===== config.mk =====
export PLATFORM = sky130hd
export DESIGN_NAME = ecc_mem_path
export DESIGN_NICKNAME = d
export VERILOG_FILES = /design/src/rtl/ecc_pkg.sv /design/src/rtl/ecc_ctrl.sv /design/src/rtl/ecc_datapath.sv /design/src/rtl/ecc_mem_path.sv
export SDC_FILE = /design/constraint.sdc
export NUM_CORES = 1
export LEC_CHECK = 0
export BUFFER_PORTS_ARGS = -buffer_cell sky130_fd_sc_hd__clkbuf_2
export CAP_MARGIN = 10
export CORE_ASPECT_RATIO = 1.4
export CORE_MARGIN = 2
export CORE_UTILIZATION = 35
export DETAILED_ROUTE_END_ITERATION = 10
export PLACE_DENSITY = 0.58
export SLEW_MARGIN = 20
export SYNTH_ARGS = -nofsm -noshare
export SYNTH_HDL_FRONTEND = slang
export SYNTH_HIERARCHICAL = 1
export SYNTH_SLANG_ARGS = --single-unit

===== constraint.sdc =====
create_clock -name clk -period 12.36 [get_ports clk]
set_input_delay 0 -clock clk [delete_from_list [all_inputs] [get_ports clk]]
set_output_delay 0 -clock clk [all_outputs]
set_load 0.01 [all_outputs]

===== src/rtl/ecc_pkg.sv =====
package ecc_pkg;
  localparam int DATA_W   = 64;
  localparam int BYTES    = DATA_W / 8;
  localparam int CHK_W    = 7;
  localparam int ECC_W    = CHK_W + 1;
  localparam int WORD_W   = DATA_W + ECC_W;
  localparam int CODE_LEN = DATA_W + CHK_W;

  typedef struct packed {
    logic capture;   // latch request fields and mode
    logic rdIssue;   // memory read for a read or an RMW
    logic wrDirect;  // memory write straight from the request
    logic wrMerge;   // memory write of the merged RMW word
    logic rspFire;   // response cycle of a read
  } ctlStrobes_t;

  typedef struct packed {
    logic [DATA_W-1:0] data;
    logic              corrected;
    logic              uncorrectable;
  } decodeRes_t;

  function automatic logic isPow2(int v);
    return (v & (v - 1)) == 0;
  endfunction

  function automatic logic [CHK_W-1:0] hamChecks(logic [DATA_W-1:0] d);
    logic [CHK_W-1:0] c;
    int p;
    c = '0;
    p = 0;
    for (int pos = 1; pos <= CODE_LEN; pos++) begin
      if (!isPow2(pos)) begin
        for (int k = 0; k < CHK_W; k++)
          if (pos[k]) c[k] = c[k] ^ d[p];
        p++;
      end
    end
    return c;
  endfunction

  function automatic logic [ECC_W-1:0] eccGen(logic [DATA_W-1:0] d);
    logic [CHK_W-1:0] c;
    c = hamChecks(d);
    return {^{d, c}, c};
  endfunction

  function automatic decodeRes_t eccDecode(logic [WORD_W-1:0] w);
    decodeRes_t r;
    logic [CHK_W-1:0] syn;
    logic par;
    int p;
    r.data = w[DATA_W-1:0];
    r.corrected = 1'b0;
    r.uncorrectable = 1'b0;
    syn = hamChecks(w[DATA_W-1:0]) ^ w[DATA_W +: CHK_W];
    par = ^w;
    p = 0;
    if (par) begin
      if (int'(syn) > CODE_LEN) begin
        r.uncorrectable = 1'b1;
      end else begin
        r.corrected = 1'b1;
        for (int pos = 1; pos <= CODE_LEN; pos++) begin
          if (!isPow2(pos)) begin
            if (pos == int'(syn)) r.data[p] = ~r.data[p];
            p++;
          end
        end
      end
    end else if (syn != '0) begin
      r.uncorrectable = 1'b1;
    end
    return r;
  endfunction
endpackage


===== src/rtl/ecc_ctrl.sv =====
module ecc_ctrl
  import ecc_pkg::*;
(
  input  logic             clk,
  input  logic             rstN,
  input  logic             eccEn,
  input  logic             reqValid,
  input  logic             reqWrite,
  input  logic [BYTES-1:0] reqBe,
  output logic             reqReady,
  output logic             rspValid,
  output logic             memEn,
  output logic             memWe,
  output ctlStrobes_t      strb
);
  typedef enum logic [1:0] {ST_IDLE, ST_RDRSP, ST_MERGE} ctlState_t;
  ctlState_t state, stateNext;

  logic accept, fullWord;

  assign fullWord = &reqBe;
  assign accept   = (state == ST_IDLE) && reqValid;

  always_comb begin
    strb      = '0;
    stateNext = state;
    unique case (state)
      ST_IDLE: begin
        strb.capture = accept;
        if (accept) begin
          if (!reqWrite) begin
            strb.rdIssue = 1'b1;
            stateNext    = ST_RDRSP;
          end else if (fullWord || !eccEn) begin
            strb.wrDirect = 1'b1;
          end else begin
            strb.rdIssue = 1'b1;
            stateNext    = ST_MERGE;
          end
        end
      end
      ST_RDRSP: begin
        strb.rspFire = 1'b1;
        stateNext    = ST_IDLE;
      end
      ST_MERGE: begin
        strb.wrMerge = 1'b1;
        stateNext    = ST_IDLE;
      end
      default: stateNext = ST_IDLE;
    endcase
  end

  always_ff @(posedge clk or negedge rstN) begin
    if (!rstN) state <= ST_IDLE;
    else       state <= stateNext;
  end

  assign reqReady = (state == ST_IDLE);
  assign rspValid = strb.rspFire;
  assign memEn    = strb.rdIssue | strb.wrDirect | strb.wrMerge;
  assign memWe    = strb.wrDirect | strb.wrMerge;
endmodule


===== src/rtl/ecc_datapath.sv =====
module ecc_datapath
  import ecc_pkg::*;
#(
  parameter int AW = 8
) (
  input  logic              clk,
  input  logic              rstN,
  input  ctlStrobes_t       strb,
  input  logic              eccEn,
  input  logic [AW-1:0]     reqAddr,
  input  logic [DATA_W-1:0] reqData,
  input  logic [BYTES-1:0]  reqBe,
  input  logic [WORD_W-1:0] memRdata,
  output logic [AW-1:0]     memAddr,
  output logic [BYTES:0]    memBe,
  output logic [WORD_W-1:0] memWdata,
  output logic [DATA_W-1:0] rspData,
  output logic              rspCorr,
  output logic              rspUncorr
);
  logic [AW-1:0]     latAddr;
  logic [DATA_W-1:0] latData;
  logic [BYTES-1:0]  latBe;
  logic              latMode;
  logic [DATA_W-1:0] reqMask, latMask, directWord, mergedWord;
  decodeRes_t        dec;

  always_ff @(posedge clk or negedge rstN) begin
    if (!rstN) begin
      latAddr <= '0;
      latData <= '0;
      latBe   <= '0;
      latMode <= 1'b0;
    end else if (strb.capture) begin
      latAddr <= reqAddr;
      latData <= reqData;
      latBe   <= reqBe;
      latMode <= eccEn;
    end
  end

  for (genvar b = 0; b < BYTES; b++) begin : gLane
    assign reqMask[8*b +: 8] = {8{reqBe[b]}};
    assign latMask[8*b +: 8] = {8{latBe[b]}};
  end

  assign dec        = eccDecode(memRdata);
  assign directWord = reqData & reqMask;
  assign mergedWord = (latData & latMask) | (dec.data & ~latMask);

  always_comb begin
    if (strb.wrMerge) begin
      memAddr  = latAddr;
      memBe    = '1;
      memWdata = {eccGen(mergedWord), mergedWord};
    end else begin
      memAddr  = reqAddr;
      memBe    = {1'b1, reqBe};
      memWdata = {eccGen(directWord), directWord};
    end
  end

  assign rspData   = latMode ? dec.data : memRdata[DATA_W-1:0];
  assign rspCorr   = strb.rspFire & latMode & dec.corrected;
  assign rspUncorr = strb.rspFire & latMode & dec.uncorrectable;
endmodule


===== src/rtl/ecc_mem_path.sv =====
module ecc_mem_path
  import ecc_pkg::*;
#(
  parameter int AW = 8
) (
  input  logic              clk,
  input  logic              rstN,
  input  logic              eccEn,
  input  logic              reqValid,
  output logic              reqReady,
  input  logic              reqWrite,
  input  logic [AW-1:0]     reqAddr,
  input  logic [DATA_W-1:0] reqData,
  input  logic [BYTES-1:0]  reqBe,
  output logic              rspValid,
  output logic [DATA_W-1:0] rspData,
  output logic              rspCorr,
  output logic              rspUncorr,
  output logic              memEn,
  output logic              memWe,
  output logic [AW-1:0]     memAddr,
  output logic [BYTES:0]    memBe,
  output logic [WORD_W-1:0] memWdata,
  input  logic [WORD_W-1:0] memRdata
);
  ctlStrobes_t strb;

  ecc_ctrl uCtrl (
    .clk(clk), .rstN(rstN), .eccEn(eccEn), .reqValid(reqValid),
    .reqWrite(reqWrite), .reqBe(reqBe), .reqReady(reqReady),
    .rspValid(rspValid), .memEn(memEn), .memWe(memWe), .strb(strb)
  );

  ecc_datapath #(.AW(AW)) uData (
    .clk(clk), .rstN(rstN), .strb(strb), .eccEn(eccEn),
    .reqAddr(reqAddr), .reqData(reqData), .reqBe(reqBe),
    .memRdata(memRdata), .memAddr(memAddr), .memBe(memBe),
    .memWdata(memWdata), .rspData(rspData), .rspCorr(rspCorr),
    .rspUncorr(rspUncorr)
  );
endmodule


==> run summary <==
=================================================================================
Total number of vias                                                       11,060
Initial Util                                                               35.36%
Peak VDD IR                                                              329.0 uV
Total of max-cap violations                                                     0
Fin crit period                                                          6.360 ns
Hold Crit Start                                                        reqData[2]
Residual DRC count                                                              0
Capture instance of the worst register-to-register path              uData/latData[50]$_DFFE_PN0P_
Arrival time reported for the critical path endpoint                      6.36 ns
Slowest cell on crit path                                                 xnor3_1
Die outline width                                                    160.7 microns
Count of antenna diodes in the layout                                           0
Post-route setup slack                                                   6.000 ns
Global-route usage over all layers                                         29.15%
Post-Place Worst Slack                                                   6.106 ns
Worst min-delay path category                                           in -> reg
CTS tree                                                                     done
Clock-pin transition on the worst setup and hold timing paths             0.07 ns
Final Cycle Share                                                          51.45%
First-pass GRT wire length                                           76,070 microns
Chip Height                                                          223.4 microns
Post-Route Setup TNS                                                         0 ns
Top fanout value on the critical path                                           6
Total Power Consumption                                                  3.760 mW
Hold-fix buffer count after cts                                                68
Depth of the worst hold-timing path                                             2
Data required, critical path                                             12.36 ns
Relative slew slack                                                        28.03%
Number of buffers added by the clock tree synthesis step                        9
Total die area                                                       35,910 sq um
Share of cells above drive strength 1                                      29.96%
Launch point of the worst reg-to-reg path                            uCtrl/state[0]$_DFFE_PN0P_
R2R Setup Slk                                                            10.04 ns
Final weighted congestion in routability-driven placement                   1.004
Avg WL per Cell                                                      25.29 microns
Post-CTS resize count                                                           0
Number of antenna violations at the first check in global routing               1
Buffers on Ports                                                              314
Vias per std cell                                                           5.217
DPL Wire Length                                                      43,960 microns
Post-synth design cell area                                          12,040 sq um
Total power divided by cell area                                     250.9 nW/um^2
Final hold violation count                                                      0
Post-CTS setup repair buffer count                                              0
Number of global-route vias before repair                                  11,220
Source-to-sink clock delay at the later pin of the worst-skew pair        0.36 ns
Crit path top cell by count                                               xnor3_1
Type of element capturing the critical path                          primary output
Total wirelength of the detailed-routed design                       53,620 microns
Fin. max-slew vios                                                              0
Setup violations, final                                                         0
Worst Reg2Reg Path Length in Cells                                              5
Post-layout nets                                                            1,821
Synthesized netlist net count                                               1,486
Element type at the critical path start                              primary input
Status                                                               complete, no violations
Crit path cell chain                                                 clkbuf_2 > xnor2_2 > xnor3_1 > xnor3_1 > xnor3_1 > or2_2 > nor3_2 > o211ai_1 > xnor2_1 > mux2i_1 > xnor2_1 > xnor2_1 > xnor2_1 > xnor3_1 > xor2_1 > xnor3_1 > a21o_1 > clkbuf_2
Mean instance size in the synthesized netlist                         9.056 sq um
Fmax                                                                    157.2 MHz
Critical Path Max Stage Delay                                             0.56 ns
Start-to-end type of the worst setup path                               in -> out
Slew at the pin closest to its max-slew limit                            1.071 ns
Min-Delay Endpoint                                                   uData/latData[2]$_DFFE_PN0P_
Top-level I/O count                                                           316
Area added between synthesis and finish                                    24.48%
Initial DRC count                                                             771
Number of detailed-routing iterations run before antenna repair                 5
RSZ-0062 raised after global routing                                        false
Clock root cell                                                         clkbuf_16
Leakage                                                                  6.578 nW
Overall overflow remaining after global route                                   0
Final Skew                                                            0.005631 ns
Site row count                                                                 80
Sinks on Clock Net                                                             83
Pin count of the biggest net entering global routing                           67
Post-route worst hold slack                                            0.01170 ns
Clock Path Buffers                                                              2
Number of antenna-violating nets in the routed design                           0
CTS HTree Levels                                                                3
Core region area                                                     34,030 sq um
Number of instances in the synthesized netlist                              1,329
Synth Warn #                                                                    6
=================================================================================
==> where the power goes <==
part / internal, mW / switching (mW) / total, mW
sequential: 0.313 / 0.0536 / 0.367
clock: 0.162 / 0.122 / 0.284
combinational: 1.30 / 1.81 / 3.11
==> routing by layer <==
layer,global-route usage [%],vias to the layer above,wire [microns]
met5,0,-,13
met1,33.30,5386,20340
met2,53.80,470,27830
met3,2.751,105,2437
li1,-,5096,-
met4,14.75,2,3007
==> critical path: cells and delay by family <==
kind | cells | cell delay (ns)
xor gates and xnor gates | 11 | 4.33
and+or+nand+nor | 2 | 0.96
AOI/OAI and AO/OA | 2 | 0.45
muxes | 1 | 0.32
buffers and inverters | 2 | 0.28
==> worst max-delay path by stage <==
stage | startpoint | to
2_1_floorplan | memRdata[62] | memWdata[71]
3_3_place_gp | memRdata[27] | memWdata[71]
3_5_place_dp | memRdata[56] | memWdata[71]
4_1_cts | memRdata[56] | memWdata[71]
5_1_grt | memRdata[56] | memWdata[71]
6_report | memRdata[56] | memWdata[71]
==> final cells by class <==
type | count | area (sq um)
flip-flops and latches | 83 | 2077
inverters | 3 | 13.76
clock inverters | 4 | 50.05
fillers | 3448 | 19050
repair buffers | 394 | 2345
well taps | 451 | 564.3
multi-input cells | 1173 | 9686
clock buffers | 12 | 246.5
==> flip-flops by register name, indices dropped and copies added, names as in the netlist <==
| signal | cells |
|---|---|
| uData/latData | 64 |
| uCtrl/state | 2 |
| uData/latMode | 1 |
| uData/latAddr | 8 |
| uData/latBe | 8 |
==> cells in the final DEF, fill, tap and decap left out, drive strengths merged, types with 2 or more instances in the layout <==
cell	n
xnor2	306
a21oi	8
or2	11
nand4	3
a22o	24
nand3	25
nand2	149
and2	2
xor3	7
nand2b	6
nor3	14
nor2	99
clkbuf	325
a21boi	2
o21ai	82
o2111ai	2
buf	13
nor2b	10
inv	3
dfrtp	83
mux2i	56
xor2	183
o31ai	2
nor4	6
dlygate4sd3	68
xnor3	39
o211ai	27
mux2	96
clkinvlp	2
==> through the flow <==
stage / area [sq um] / utilization (%) / std cells
floorplan: 12040 / - / 1329
global placement: 14000 / 41.15 / 2036
detailed placement: 14000 / 41.15 / 2036
CTS: 14980 / 44.02 / 2120
global route: 14980 / 44.02 / 2120
finish: 14980 / 44.02 / 2120
Power figures use the tool's default switching activity.
